==> src/rtl/acc_link_pkg.sv <==
// Package: shared operation encoding for the accumulator datapath.
// Assumes the sequencer raises at most one strobe per cycle.
package acc_link_pkg;

    localparam int unsigned OP_COUNT = 11;

    typedef enum logic [3:0] {
        OP_NONE     = 4'd0,
        OP_AND      = 4'd1,
        OP_ADD      = 4'd2,
        OP_LOAD     = 4'd3,
        OP_CHAR     = 4'd4,
        OP_INV      = 4'd5,
        OP_ROTR     = 4'd6,
        OP_ROTL     = 4'd7,
        OP_INC      = 4'd8,
        OP_CLR      = 4'd9,
        OP_LINK_CLR = 4'd10,
        OP_LINK_INV = 4'd11
    } acc_op_e;

endpackage

==> src/rtl/acc_op_encode.sv <==
// Module: turns the strobe vector into one operation code.
// Assumes at most one strobe is high; if several are, the lowest index wins.
module acc_op_encode
    import acc_link_pkg::*;
(
    input  logic [OP_COUNT-1:0] strobe_i,
    output acc_op_e             op_o
);

    // Priority scan from the highest index down, so the lowest set bit is kept.
    always_comb begin
        op_o = OP_NONE;
        for (int idx = OP_COUNT - 1; idx >= 0; idx--) begin
            if (strobe_i[idx]) begin
                op_o = acc_op_e'(idx + 1);
            end
        end
    end

endmodule

==> src/rtl/acc_logic.sv <==
// Module: next-state logic for all non-rotating operations.
// Assumes CHAR_W < DATA_W. It holds both registers for ops it does not own.
module acc_logic
    import acc_link_pkg::*;
#(
    parameter int unsigned DATA_W = 16,
    parameter int unsigned CHAR_W = 8
)(
    input  acc_op_e             op_i,
    input  logic [DATA_W-1:0]   acc_i,
    input  logic                link_i,
    input  logic [DATA_W-1:0]   operand_i,
    input  logic [CHAR_W-1:0]   char_i,
    output logic [DATA_W-1:0]   acc_nxt_o,
    output logic                link_nxt_o
);

    localparam int unsigned HI_W = DATA_W - CHAR_W;

    logic [DATA_W:0]   sum_ext;
    logic [DATA_W-1:0] inc_val;

    // Adder with carry out, and a separate incrementer.
    always_comb begin
        sum_ext = {1'b0, acc_i} + {1'b0, operand_i};
        inc_val = acc_i + {{(DATA_W-1){1'b0}}, 1'b1};
    end

    // Select the result for the current operation.
    always_comb begin
        acc_nxt_o  = acc_i;
        link_nxt_o = link_i;
        unique case (op_i)
            OP_AND:      acc_nxt_o = acc_i & operand_i;
            OP_ADD: begin
                acc_nxt_o  = sum_ext[DATA_W-1:0];
                link_nxt_o = sum_ext[DATA_W];
            end
            OP_LOAD:     acc_nxt_o = operand_i;
            OP_CHAR:     acc_nxt_o = {acc_i[DATA_W-1 -: HI_W], char_i};
            OP_INV:      acc_nxt_o = ~acc_i;
            OP_INC:      acc_nxt_o = inc_val;
            OP_CLR:      acc_nxt_o = '0;
            OP_LINK_CLR: link_nxt_o = 1'b0;
            OP_LINK_INV: link_nxt_o = ~link_i;
            default: ;
        endcase
    end

endmodule

==> src/rtl/acc_rotate.sv <==
// Module: rotates the link and accumulator as one ring of DATA_W+1 bits.
// It raises hit_o only for the two rotate operations.
module acc_rotate
    import acc_link_pkg::*;
#(
    parameter int unsigned DATA_W = 16
)(
    input  acc_op_e             op_i,
    input  logic [DATA_W-1:0]   acc_i,
    input  logic                link_i,
    output logic [DATA_W-1:0]   acc_nxt_o,
    output logic                link_nxt_o,
    output logic                hit_o
);

    logic [DATA_W:0] ring;

    // Ring with the link above the accumulator's top bit.
    always_comb ring = {link_i, acc_i};

    // Rotate the ring by one place in the requested direction.
    always_comb begin
        hit_o      = 1'b0;
        acc_nxt_o  = acc_i;
        link_nxt_o = link_i;
        if (op_i == OP_ROTR) begin
            hit_o                     = 1'b1;
            {link_nxt_o, acc_nxt_o}   = {ring[0], ring[DATA_W:1]};
        end else if (op_i == OP_ROTL) begin
            hit_o                     = 1'b1;
            {link_nxt_o, acc_nxt_o}   = {ring[DATA_W-1:0], ring[DATA_W]};
        end
    end

endmodule

==> src/rtl/acc_status.sv <==
// Module: condition flags derived from the current register contents.
module acc_status #(
    parameter int unsigned DATA_W = 16
)(
    input  logic [DATA_W-1:0] acc_i,
    input  logic              link_i,
    output logic              zero_o,
    output logic              neg_o,
    output logic              link_zero_o
);

    // Reduce the word to the three skip conditions.
    always_comb begin
        zero_o      = ~(|acc_i);
        neg_o       = acc_i[DATA_W-1];
        link_zero_o = ~link_i;
    end

endmodule

==> src/rtl/acc_link_unit.sv <==
// Module: accumulator and link registers with their operation datapath.
// Assumes one strobe at most per cycle and a synchronous active-low reset.
module acc_link_unit
    import acc_link_pkg::*;
#(
    parameter int unsigned DATA_W = 16,
    parameter int unsigned CHAR_W = 8
)(
    input  logic                clk,
    input  logic                rst_n,
    input  logic                and_en,
    input  logic                add_en,
    input  logic                load_en,
    input  logic                char_en,
    input  logic                inv_en,
    input  logic                rotr_en,
    input  logic                rotl_en,
    input  logic                inc_en,
    input  logic                clr_en,
    input  logic                link_clr_en,
    input  logic                link_inv_en,
    input  logic [DATA_W-1:0]   operand_i,
    input  logic [CHAR_W-1:0]   char_i,
    output logic [DATA_W-1:0]   acc_o,
    output logic                link_o,
    output logic                acc_zero_o,
    output logic                acc_neg_o,
    output logic                link_zero_o
);

    logic [OP_COUNT-1:0] strobes;
    acc_op_e             op;
    logic [DATA_W-1:0]   acc_q, log_acc, rot_acc, acc_d;
    logic                link_q, log_link, rot_link, link_d, rot_hit;

    // Gather the strobes in encoding order.
    always_comb strobes = {link_inv_en, link_clr_en, clr_en, inc_en, rotl_en,
                           rotr_en, inv_en, char_en, load_en, add_en, and_en};

    acc_op_encode enc_i (
        .strobe_i (strobes),
        .op_o     (op)
    );

    acc_logic #(.DATA_W(DATA_W), .CHAR_W(CHAR_W)) logic_i (
        .op_i       (op),
        .acc_i      (acc_q),
        .link_i     (link_q),
        .operand_i  (operand_i),
        .char_i     (char_i),
        .acc_nxt_o  (log_acc),
        .link_nxt_o (log_link)
    );

    acc_rotate #(.DATA_W(DATA_W)) rot_i (
        .op_i       (op),
        .acc_i      (acc_q),
        .link_i     (link_q),
        .acc_nxt_o  (rot_acc),
        .link_nxt_o (rot_link),
        .hit_o      (rot_hit)
    );

    // Take the rotator's result when it owns the operation.
    always_comb begin
        acc_d  = rot_hit ? rot_acc  : log_acc;
        link_d = rot_hit ? rot_link : log_link;
    end

    // State registers with synchronous reset.
    always_ff @(posedge clk) begin
        if (!rst_n) begin
            acc_q  <= '0;
            link_q <= 1'b0;
        end else begin
            acc_q  <= acc_d;
            link_q <= link_d;
        end
    end

    acc_status #(.DATA_W(DATA_W)) stat_i (
        .acc_i       (acc_q),
        .link_i      (link_q),
        .zero_o      (acc_zero_o),
        .neg_o       (acc_neg_o),
        .link_zero_o (link_zero_o)
    );

    // Drive the register outputs.
    always_comb begin
        acc_o  = acc_q;
        link_o = link_q;
    end

endmodule

==> config.mk <==
export PLATFORM = sky130hd
export DESIGN_NAME = acc_link_unit
export DESIGN_NICKNAME = d
export VERILOG_FILES = /design/src/rtl/acc_link_pkg.sv /design/src/rtl/acc_op_encode.sv /design/src/rtl/acc_logic.sv /design/src/rtl/acc_rotate.sv /design/src/rtl/acc_status.sv /design/src/rtl/acc_link_unit.sv
export SDC_FILE = /design/constraint.sdc
export NUM_CORES = 1
export LEC_CHECK = 0
export BUFFER_PORTS_ARGS = -buffer_cell sky130_fd_sc_hd__buf_4
export CORE_MARGIN = 2
export CORE_UTILIZATION = 25
export CTS_BUF_LIST = sky130_fd_sc_hd__clkbuf_8
export DETAILED_ROUTE_END_ITERATION = 7
export PLACE_DENSITY = 0.49
export SKIP_CTS_REPAIR_TIMING = 1
export SYNTH_ARGS = -nofsm -noshare
export SYNTH_HDL_FRONTEND = slang
export SYNTH_SLANG_ARGS = --single-unit
==> constraint.sdc <==
create_clock -name clk -period 7 [get_ports clk]
set_clock_uncertainty 0.1 [all_clocks]
set_input_delay 0.35 -clock clk [delete_from_list [all_inputs] [get_ports clk]]
set_output_delay 0.35 -clock clk [all_outputs]
set_load 0.05 [all_outputs]
==> run_results.csv <==
group,metric,value,unit
global_route,grt_pass1_vias,3117,
synth,synthCells,380,
cts,ctsRootBufferMaster,"clkbuf_8",
synth,synth-seq-cells,17,
global_route,track_usage,17.63,%
synth,async_flop_share,0,%
floorplanning,die_y,108.3,um
cts,cts_tree,"built",
timing,drv_slew,0,
synth,yosysUniqueCellTypes,70,
drt,dr.pass1.iters,4,
global_route,grt_max_degree,26,
timing,finalHoldViolCount,0,
setup_path,path_delay_family,"compound AO/OA/AOI/OAI gates",
power_and_ir_drop,p_per_area,136.8,mW/mm2
cells_and_area,layout_common_cells,"buf_4, nand2_1, o21ai_0, nor2_1, a21oi_1",
synth,synthFlopType,"dfxtp_1",
cells_and_area,antenna_cells,0,
floorplanning,rows,38,
cells_and_area,final_nets,470,
setup_path,path_max_fanout,9,
drt,drt_iter0_markers,178,
cts,cts_buffers,3,
global_route,antenna_found_initial,0,
power_and_ir_drop,ir_worst_vdd,0.00005843,V
drt,wl_per_cell,18.52,um
placed_design,dp_hpwl,7594,um
synth,synth_area,0.002721,mm2
global_route,grt_pass1_wl,16350,um
timing,finalCritPeriodShare,44.92,%
run,drv_cap,0,
synth,seq_area_frac_synth,12.51,%
floorplanning,initial_core_util,25.33,%
floorplanning,die_area,0.01174,mm2
setup_path,slowest_delay,0.45,ns
setup_path,cp_data_arrival_time,3.19,ns
setup_path,startpoint_type,"flip-flop",
timing,setup_viol,0,
setup_path,path_buf_inv,0,
drt,routed_via_density,5.588,
placed_design,portBuffers,56,
setup_path,worstSetupPathType,"reg -> reg",
drt,drc,0,
cts,path_clk_slew,0.09,ns
drt,ant_nets,0,
cells_and_area,design_area,0.003231,mm2
floorplanning,die_w,108.3,um
cts,cts_buffer_depth,2,
cts,cts.sinks,17,
cells_and_area,final_common_cell,"buf_4",
drt,wirelength,10240,um
drt,num_vias,3090,
timing,fmax,0.3180,GHz
synth,synth_enable_flop_cells,0,
cts,h-tree-depth,1,
placed_design,place_area,0.003186,mm2
timing,layout_min_cycle_time,3.145,ns
timing,rsz0062_at_grt,"no",
setup_path,crit_chain,"ha_1 > fa_1 > a211o_1 > a21oi_1 > o22ai_1 > o41ai_2 > xor2_1 > nor2_1 > a2111oi_0 > o21ai_1",
cells_and_area,drive_gt1_share,19.37,%
synth,ys_warn_count,0,
cts,insertion_delay,0.26,ns
cells_and_area,areaGrowthSynthToFinish,18.71,%
setup_path,required,7.05,ns
timing,worst_slew_pin_slew,1.086,ns
run_status,status,"finished clean",
setup_path,critPathCaptureType,"flip-flop",
setup_path,cpMaxStageDelayCell,"fa_1",
floorplanning,num_io_pins,57,
power_and_ir_drop,p_leak,1.322,nW
global_route,overflow,0,
min_path,min_path_type,"in -> reg",
placed_design,gp_congestion,0.8077,
timing,fin_tns_setup,0,ns
floorplanning,core,0.01075,mm2
timing,max-slew-margin-rel,27.36,%
synth,synth_nets,436,
synth,syn_avg_cell_area,7.161,um2
==> state kept, by name (all words and copies together), names as in the netlist <==
signal / cells
acc_o: 16
link_o: 1
==> cells in the mapped netlist, types with 8 or more instances <==
cell	n	area share [%]
nand2_1	48	6.6
o21ai_0	28	5.1
nor2_1	25	3.4
a21oi_1	23	4.2
nand3_1	20	3.7
ha_1	18	8.3
dfxtp_1	17	13
xor2_1	15	4.8
buf_2	13	2.4
clkbuf_1	13	1.8
nor3_1	11	2.0
a221oi_1	10	3.2
a211oi_1	9	2.5
a21o_1	8	2.2
inv_1	8	1.1
o211ai_1	8	2.2
==> layer usage <==
layer / routed length [um] / global-route usage, % / up-vias / share of wire [%]
met4: 138 / 4.762 / 0 / 1.3
li1: - / - / 1506 / -
met5: 0 / 0 / - / 0
met3: 396 / 2.170 / 10 / 3.9
met2: 4882 / 30.41 / 74 / 48
met1: 4825 / 23.14 / 1500 / 47
==> logic make-up (layout without fill, tap and decap cells) <==
logic type      after synthesis  in the layout  share of synthesized area, %
compound gates              142            142                         38.53
simple gates                135            135                         24.00
buf+inv                      41             74                         7.310
xor+xnor                     21             21                         6.759
fa+ha+maj                    19             19                         9.012
flops                        17             17                         12.51
mux                           5              5                         1.885
==> worst reg2reg max path: stages, from the launching register on <==
cell	delay (ns)
dfxtp_1	0.42
ha_1	0.29
fa_1	0.45
a211o_1	0.33
a21oi_1	0.27
o22ai_1	0.20
o41ai_2	0.33
xor2_1	0.18
nor2_1	0.05
a2111oi_0	0.30
o21ai_1	0.12
==> power by group <==
| group | internal (mW) | total [mW] | leakage, nW | switching (mW) |
|---|---|---|---|---|
| Sequential | 0.105 | 0.130 | 0.140 | 0.0246 |
| Combinational | 0.0927 | 0.232 | 1.15 | 0.139 |
| Clock | 0.0391 | 0.0801 | 0.0269 | 0.0410 |
==> through the flow <==
step           power [mW]  cells  setup WS (ns)  util, %  hold slack (ns)
5_1_grt            0.4697    553          3.655    30.07           0.3583
2_1_floorplan      0.2881    380          4.017        -           0.4678
4_1_cts            0.4429    553          3.878    30.07           0.3205
6_report           0.4419    553          3.855    30.07           0.3246
3_5_place_dp       0.3619    549          3.867    29.65           0.4919
3_3_place_gp       0.3601    549          3.866    29.65           0.4921
==> layout make-up <==
cell class	instances	area, um2
Fill cell	1218	7515
Multi-Input combinational cell	322	2182
Timing Repair Buffer	60	450.4
Sequential cell	17	340.3
Tap cell	140	175.2
Clock buffer	3	41.29
Inverter	10	37.54
Clock inverter	1	3.754
==> path summary, 6_finish.rpt <==
path	end	slack (ns)	depth (start not counted)	startpoint
worst min-delay path	acc_o[0]$_SDFFE_PN0P_	0.32	3	char_i[0]
worst max register to register	acc_o[12]$_SDFFE_PN0P_	3.86	10	acc_o[0]$_SDFFE_PN0P_
worst max-delay path	acc_o[12]$_SDFFE_PN0P_	3.86	10	acc_o[0]$_SDFFE_PN0P_
worst min register to register	acc_o[6]$_SDFFE_PN0P_	0.50	2	acc_o[6]$_SDFFE_PN0P_
No activity file was read; power rests on OpenSTA's default activity.
